--- src/rtl/csr_pkg.sv ---
package csr_pkg;

  localparam int WORD_W = 16;

  typedef logic [WORD_W-1:0] word_t;

  // Next value of a set of sticky flags: clears first, then sets, then
  // trimmed to the implemented bits (so a set beats a clear).
  function automatic word_t flag_next(word_t cur, word_t set, word_t clr, word_t impl);
    return ((cur & ~clr) | set) & impl;
  endfunction

  // Place a right-aligned field at a given bit position of a word.
  function automatic word_t put_field(word_t val, int unsigned lsb);
    return val << lsb;
  endfunction

endpackage

--- src/rtl/csr_cause_bank.sv ---
module csr_cause_bank
  import csr_pkg::*;
#(
  parameter word_t IMPL = 16'hFD00
) (
  input  logic  clk,
  input  logic  rst_n,
  input  word_t set_i,
  input  word_t clr_i,
  output word_t flag_o
);

  word_t nxt;

  always_comb nxt = flag_next(flag_o, set_i, clr_i, IMPL);

  for (genvar b = 0; b < WORD_W; b++) begin : g_bit
    if (IMPL[b]) begin : g_flop
      always_ff @(posedge clk) begin
        if (!rst_n) flag_o[b] <= 1'b0;
        else        flag_o[b] <= nxt[b];
      end
    end else begin : g_tie
      assign flag_o[b] = 1'b0;
    end
  end

endmodule

--- src/rtl/csr_cmd_slot.sv ---
module csr_cmd_slot #(
  parameter int              CODE_W = 4,
  parameter logic [(1<<CODE_W)-1:0] LEGAL = '1
) (
  input  logic              clk,
  input  logic              rst_n,
  input  logic              wr_i,
  input  logic [CODE_W-1:0] code_i,
  input  logic              ready_i,
  output logic              valid_o,
  output logic [CODE_W-1:0] code_o,
  output logic              load_o,
  output logic              accept_o
);

  logic [CODE_W-1:0] field_q;
  logic              busy;

  assign busy     = |field_q;
  assign load_o   = wr_i && !busy && (code_i != '0) && LEGAL[code_i];
  assign accept_o = busy && ready_i;
  assign valid_o  = busy;
  assign code_o   = field_q;

  always_ff @(posedge clk) begin
    if (!rst_n)        field_q <= '0;
    else if (load_o)   field_q <= code_i;
    else if (accept_o) field_q <= '0;
  end

endmodule

--- src/rtl/csr_read_mux.sv ---
module csr_read_mux
  import csr_pkg::*;
#(
  parameter int CU_W    = 4,
  parameter int CU_LSB  = 4,
  parameter int RU_W    = 3,
  parameter int RU_LSB  = 0,
  parameter int MASK_BIT = 8,
  parameter int CUS_W   = 2,
  parameter int RUS_W   = 4,
  parameter int RUS_LSB = 2
) (
  input  logic             sel_i,
  input  word_t            flags_i,
  input  logic [CUS_W-1:0] cu_state_i,
  input  logic [RUS_W-1:0] ru_state_i,
  input  logic [CU_W-1:0]  cu_field_i,
  input  logic [RU_W-1:0]  ru_field_i,
  input  logic             mask_i,
  output word_t            data_o
);

  localparam int CUS_LSB = RUS_LSB + RUS_W;

  word_t stat_w;
  word_t cmd_w;

  always_comb begin
    stat_w = flags_i
           | put_field(word_t'(cu_state_i), CUS_LSB)
           | put_field(word_t'(ru_state_i), RUS_LSB);
    cmd_w  = put_field(word_t'(mask_i), MASK_BIT)
           | put_field(word_t'(cu_field_i), CU_LSB)
           | put_field(word_t'(ru_field_i), RU_LSB);
    data_o = sel_i ? cmd_w : stat_w;
  end

endmodule

--- src/rtl/ctl_csr_regs.sv ---
module ctl_csr_regs
  import csr_pkg::*;
#(
  parameter int    CU_W      = 4,
  parameter int    CU_LSB    = 4,
  parameter int    RU_W      = 3,
  parameter int    RU_LSB    = 0,
  parameter int    MASK_BIT  = 8,
  parameter int    SWI_BIT   = 9,
  parameter int    SWI_FLAG  = 10,
  parameter int    CUS_W     = 2,
  parameter int    RUS_W     = 4,
  parameter word_t FLAG_IMPL = 16'hFD00,
  parameter logic [(1<<CU_W)-1:0] CU_LEGAL = 16'h00F6,
  parameter logic [(1<<RU_W)-1:0] RU_LEGAL = 8'hD6
) (
  input  logic             clk,
  input  logic             rst_n,
  input  logic             wr_en,
  input  logic             wr_sel,
  input  logic [15:0]      wr_data,
  input  logic             rd_sel,
  output logic [15:0]      rd_data,
  input  logic [15:0]      evt_i,
  input  logic [CUS_W-1:0] cu_state_i,
  input  logic [RUS_W-1:0] ru_state_i,
  output logic             cu_cmd_valid,
  output logic [CU_W-1:0]  cu_cmd_code,
  input  logic             cu_cmd_ready,
  output logic             ru_cmd_valid,
  output logic [RU_W-1:0]  ru_cmd_code,
  input  logic             ru_cmd_ready,
  output logic             irq_o
);

  localparam int RUS_LSB = 2;

  // Named internal events, visible to the bound checker.
  logic  stat_wr;
  logic  cmd_wr;
  logic  swi_req;
  word_t flag_set;
  word_t flag_clr;
  word_t flag_q;
  logic  mask_q;
  logic  cu_load, cu_accept, ru_load, ru_accept;

  assign stat_wr  = wr_en && !wr_sel;
  assign cmd_wr   = wr_en && wr_sel;
  assign swi_req  = cmd_wr && wr_data[SWI_BIT];
  assign flag_set = (evt_i & FLAG_IMPL) | put_field(word_t'(swi_req), SWI_FLAG);
  assign flag_clr = stat_wr ? (wr_data & FLAG_IMPL) : '0;

  csr_cause_bank #(.IMPL(FLAG_IMPL)) u_flags (
    .clk   (clk),
    .rst_n (rst_n),
    .set_i (flag_set),
    .clr_i (flag_clr),
    .flag_o(flag_q)
  );

  always_ff @(posedge clk) begin
    if (!rst_n)      mask_q <= 1'b1;
    else if (cmd_wr) mask_q <= wr_data[MASK_BIT];
  end

  csr_cmd_slot #(.CODE_W(CU_W), .LEGAL(CU_LEGAL)) u_cu_slot (
    .clk     (clk),
    .rst_n   (rst_n),
    .wr_i    (cmd_wr),
    .code_i  (wr_data[CU_LSB +: CU_W]),
    .ready_i (cu_cmd_ready),
    .valid_o (cu_cmd_valid),
    .code_o  (cu_cmd_code),
    .load_o  (cu_load),
    .accept_o(cu_accept)
  );

  csr_cmd_slot #(.CODE_W(RU_W), .LEGAL(RU_LEGAL)) u_ru_slot (
    .clk     (clk),
    .rst_n   (rst_n),
    .wr_i    (cmd_wr),
    .code_i  (wr_data[RU_LSB +: RU_W]),
    .ready_i (ru_cmd_ready),
    .valid_o (ru_cmd_valid),
    .code_o  (ru_cmd_code),
    .load_o  (ru_load),
    .accept_o(ru_accept)
  );

  csr_read_mux #(
    .CU_W(CU_W), .CU_LSB(CU_LSB), .RU_W(RU_W), .RU_LSB(RU_LSB),
    .MASK_BIT(MASK_BIT), .CUS_W(CUS_W), .RUS_W(RUS_W), .RUS_LSB(RUS_LSB)
  ) u_rd (
    .sel_i     (rd_sel),
    .flags_i   (flag_q),
    .cu_state_i(cu_state_i),
    .ru_state_i(ru_state_i),
    .cu_field_i(cu_cmd_code),
    .ru_field_i(ru_cmd_code),
    .mask_i    (mask_q),
    .data_o    (rd_data)
  );

  assign irq_o = (|flag_q) && !mask_q;

endmodule

--- config.mk ---
export PLATFORM = sky130hd
export DESIGN_NAME = ctl_csr_regs
export DESIGN_NICKNAME = d
export VERILOG_FILES = /design/src/rtl/csr_pkg.sv /design/src/rtl/csr_cause_bank.sv /design/src/rtl/csr_cmd_slot.sv /design/src/rtl/csr_read_mux.sv /design/src/rtl/ctl_csr_regs.sv
export SDC_FILE = /design/constraint.sdc
export NUM_CORES = 1
export LEC_CHECK = 0
export BUFFER_PORTS_ARGS = -buffer_cell sky130_fd_sc_hd__buf_2
export CORE_MARGIN = 2
export CORE_UTILIZATION = 25
export CTS_BUF_LIST = sky130_fd_sc_hd__clkbuf_8
export DETAILED_ROUTE_END_ITERATION = 8
export GPL_TIMING_DRIVEN = 0
export SLEW_MARGIN = 20
export SYNTH_ARGS = -nofsm -noshare
export SYNTH_HDL_FRONTEND = slang
export SYNTH_SLANG_ARGS = --single-unit
--- constraint.sdc ---
create_clock -name clk -period 1.7 [get_ports clk]
set_input_delay 0.34 -clock clk [delete_from_list [all_inputs] [get_ports clk]]
set_output_delay 0.34 -clock clk [all_outputs]
set_load 0.005 [all_outputs]
# Word-level counts from Yosys, hierarchy flattened
# Memory sizes are Yosys's and may differ from the RTL's.
# Index checks and enable logic that the tools add are counted.
[op_classes]
order_cmp = 2
n_mux = 8
bitwise = 8
reduce_logical = 23
[ops]
columns = ["cell", "count"]
rows = [
  ["16-bit two-way mux", 2],
  ["16-bit AND", 1],
  ["16-bit inverter", 1],
  ["16-bit by 11-bit OR with 16-bit output", 1],
  ["16-bit OR", 1],
  ["16-bit by 6-bit OR with 16-bit output", 1],
  ["16-bit by 8-bit OR with 16-bit output", 1],
  ["1-bit logical AND", 12],
  ["9-bit by 3-bit OR with 9-bit output", 1],
  ["9-bit by 8-bit OR with 9-bit output", 1],
  ["4-bit two-way mux", 2],
  ["7-bit OR reduction", 1],
  ["3-bit two-way mux", 2],
  ["4-bit by 5-bit < comparator with 1-bit output (second input constant)", 1],
  ["1-bit zero test", 4],
  ["3-bit by 4-bit < comparator with 1-bit output (second input constant)", 1],
  ["2-bit nonzero test", 2],
  ["4-bit nonzero test", 1],
  ["4-bit OR reduction", 1],
  ["3-bit nonzero test", 1],
  ["3-bit OR reduction", 1],
  ["1-bit two-way mux", 2],
]
[totals]
register_bits = 15
romBits = 24
out_inout_bits = 26
word_cells = 53
memories = 2
[mem_list]
columns = ["memory", "depth", "word_bits", "rd", "rd_clocked_by_memory_dff", "wr", "line_no", "source"]
rows = [
  ["(name not given)", 16, 1, 1, 0, 0, "csr_cmd_slot.sv:20", "assign load_o = wr_i && !busy && (code_i != '0) && LEGAL[code_i];"],
  ["(name not given)", 8, 1, 1, 0, 0, "csr_cmd_slot.sv:20", ""],
]

# Longest topological paths before layout
[logic_depth]
word_depth = 6
ltp_mapped = 5
depth_no_buf = 5

# Cells and area by module
# Synthesis repeated with hierarchy kept, for this count alone.
[unflattened]
cells_unflattened = 127
area_unflattened_um2 = 1056.0
[modules_own_cells]
columns = ["module", "instances", "cells_each", "area_per_inst_um2", "seq_area_each_um2"]
rows = [
  ["csr_cause_bank", 1, 31, 307.8, 140.1],
  ["csr_cmd_slot (u_cu_slot)", 1, 24, 221.5, 80.1],
  ["csr_cmd_slot (u_ru_slot)", 1, 23, 207.7, 60.1],
  ["csr_read_mux", 1, 29, 171.4, 0.0],
  ["ctl_csr_regs", 1, 20, 147.6, 20.0],
]

# Worst setup path after synthesis
# OpenSTA, ideal clock, no wires.
[synth_path]
path_kind = "input-to-output"
startpoint = "in rd_sel"
endpoint = "out rd_data[7]"
t_arrival_ps = 1124
setup_slack_ps = 236
cell_stages = 3
path_buffers = 2
path_cell_list = "clkbuf_2 clkbuf_1 mux2_2"
[synth_between]
elab_chain_len = 1
[synth_lines]
columns = ["item", "line_no", "source"]
rows = [
  ["start: declaration", "ctl_csr_regs.sv:22", "input logic rd_sel,"],
  ["16-bit two-way mux", "csr_read_mux.sv:35", "data_o = sel_i ? cmd_w : stat_w;"],
  ["end: declaration", "ctl_csr_regs.sv:23", "output logic [15:0] rd_data,"],
]
# No other way between the ends.

# Worst setup path in the final report
[layout_path]
startpoint = "reg u_cu_slot.field_q[1], in the netlist u_cu_slot.code_o[1]"
endpoint = "out cu_cmd_valid"
[layout_between]
elab_chain_len = 1
[layout_lines]
columns = ["item", "line_no", "source"]
rows = [
  ["start: declaration", "csr_cmd_slot.sv:16", "logic [CODE_W-1:0] field_q;"],
  ["start signal: assignment", "csr_cmd_slot.sv:27", "else if (load_o) field_q <= code_i;"],
  ["4-bit OR reduction", "csr_cmd_slot.sv:19", "assign busy = |field_q;"],
  ["end: declaration", "ctl_csr_regs.sv:27", "output logic cu_cmd_valid,"],
]
# No other way between the ends.

==> results.cfg <==
[worst_setup_path]
critical_path_required_ps = 1360
start_kind = flip-flop
end_kind = primary output
critical_path_peak_fanout = 4
regToRegSetupSlack_ps = 510
criticalPathCategory = reg -> out
worstPathArrival_ps = 1220

[cts]
clk_path_buf_depth = 2
clock_tree.htree_level_count = 1
tritoncts = built
tritoncts_num_sinks = 15
clock_tree.root_cell = clkbuf_8
worst_setup_hold_path_clk_slew_ps = 60
worstSkewPairLatency_ps = 240
tritoncts.num_buffers = 3
postCtsSetupRepairBufs = 0

[final_layout]
syn_to_final_growth_pct = 47.0
finish.net_count = 199
insertedDiodeCount = 0
post_route_cells_drive_above_1_share_pct = 47.3

[yosys]
synth_common_cells = dfxtp_1 (15), nor2b_1 (9), a21boi_0 (7)
synth_area_um2 = 825
post_synth_main_area_contributors = dfxtp_1 (36%), mux2_2 (8.2%), nor2b_1 (6.8%)
syn-instance-count = 90
postSynthRegisterBits = 15
synth.avg_cell_area_um2 = 9.16
ys_types = 29
yosys_warnings = 0
synth_edf_count = 0
netlist.area_leader.share_pct = 36.4
synth_ff_type = dfxtp_1
yosys.cell_count.top_type = dfxtp_1
ys_async_sr_fraction_pct = 0
yosys.area.top_type = dfxtp_1
synth_nets = 138
ys_seq_area_share_pct = 36.4

[power_and_ir_drop]
highest_ir_drop_seen_on_vdd_mv = 0.203
cellPowerDensity_nw_per_um2 = 673
p_leak_nw = 0.640
fin_total_pwr_w = 0.000816

[sta]
worst_clock_skew_ps = 0.242
fin_hold_ws_ps = 309
post-route-period-util_pct = 91.7
setup_viol = 0
slew_viol_final = 0
timing.final.crit_period_ps = 1560
finalHoldViolCount = 0
grt_setup_unrepaired = no
tns_ps = 0
fmax_mhz = 641

[floorplanning]
die_height_um = 61.4
core.rowCount = 20
dieArea_um2 = 3770
die_width_um = 61.4
coreArea_um2 = 3100
floorplan.io_pins = 71
floorplan.initialDensity_pct = 26.6

[global_route]
grt_first_pass_wirelength_mm = 3.19
groute.usage.overall_pct = 11.6
pin_count_of_the_biggest_net_entering_global_routing = 16
grt_antenna_before_repair = 0
grt-ovfl-total = 0
grt_pass1_vias = 742

[routing]
route.antenna.remaining_nets = 0
number_of_vias_after_detailed_routing = 854
wl_mm = 2.12
routedWlPerCell_um = 10.9
number_of_design_rule_violations_left_after_detail_routing = 0
detail_route.first_pass.iterations = 4
viasPerCell = 4.40
dr.first_iter.drc_count = 16

[min_path]
hold_class = in -> reg

[place]
globalplace.congestion = 0.758
hpwlAfterDp_mm = 1.81
portBuffers = 57

[status]
outcome = finished, final reports clean

[job]
max_cap_violations = 0
[layer usage]
metal,share of wire [%],global-route usage (%),vias to the layer above,routed length [um]
met3,9.0,2.52,2,191
met2,44,19.5,41,924
met4,0.80,5.47,0,17
met1,46,14.0,373,981
met5,0,0,-,0
li1,-,-,438,-
[flip-flops by register name (all words and copies together), names as in the netlist]
register          flops
u_ru_slot.code_o      3
u_flags.flag_o        7
mask_q                1
u_cu_slot.code_o      4
[per-stage QoR]
stage | worst slack (ps) | area [um^2] | util (%) | cells
6_report | 141 | 1210 | 39.1 | 194
5_1_grt | 44.2 | 1210 | 39.1 | 194
3_5_place_dp | -65.8 | 1160 | 37.5 | 191
3_3_place_gp | -43.3 | 1160 | 37.5 | 191
2_1_floorplan | 236 | 825 | - | 90
4_1_cts | 137 | 1210 | 39.1 | 194
[critical path, cell delays in order, from the launching register on]
cell and delay, ps:
dfxtp_1 340, nor4_2 430, inv_1 80, buf_2 130
[layout by cell type (no fill, tap or decap), types with 3 or more instances in the layout]
| master | synthesis | final |
|---|---|---|
| buf_2 | 1 | 58 |
| dfxtp_1 | 15 | 15 |
| nor2b_1 | 9 | 9 |
| inv_1 | 6 | 7 |
| a21boi_0 | 7 | 7 |
| mux2_2 | 6 | 6 |
| nand3_1 | 6 | 6 |
| o21a_1 | 6 | 6 |
| nand3b_1 | 3 | 3 |
| o21ai_1 | 3 | 3 |
| a22o_1 | 3 | 3 |
| ha_1 | 3 | 3 |
| clkbuf_8 | 0 | 3 |
[path summary, 6_finish.rpt]
kind                  startpoint             endpoint  cells after the start
max          u_cu_slot.code_o[1]         cu_cmd_valid                      3
min                    evt_i[11]   u_flags.flag_o[11]                      2
max reg2reg  u_ru_slot.code_o[2]  u_ru_slot.code_o[0]                      3
min reg2reg               mask_q               mask_q                      2
[area by class of cell]
class	instances	area, um^2
Fill cell	345	1890
Multi-Input combinational cell	64	483
Sequential cell	15	300
Timing Repair Buffer	57	285
Tap cell	44	55.1
Clock buffer	3	41.3
Inverter	6	22.5
Buffer	4	21.3
Clock inverter	1	3.75
[where the power goes]
group / leakage [nW] / switching (W) / total [W] / internal [W]
sequential: 0.124 / 0.0000127 / 0.000382 / 0.000369
clock: 0.0269 / 0.000111 / 0.000271 / 0.000159
combinational: 0.490 / 0.0000704 / 0.000163 / 0.0000926
total: 0.640 / 0.000194 / 0.000816 / 0.000621
[logic make-up after synthesis]
| group | synth area share (%) |
|---|---|
| and+or+nand+nor | 22.3 |
| AOI/OAI and AO/OA | 22.3 |
| DFF | 36.4 |
| buffers and inverters | 5.77 |
| muxes | 8.19 |
| adders and majority gates | 4.55 |
| other | 0.455 |
[repair_timing]
item	CTS	global route
setup endpoints to repair	2	0
resized for setup	1	0
hold buffers	0	0
Power figures use the tool's default switching activity.
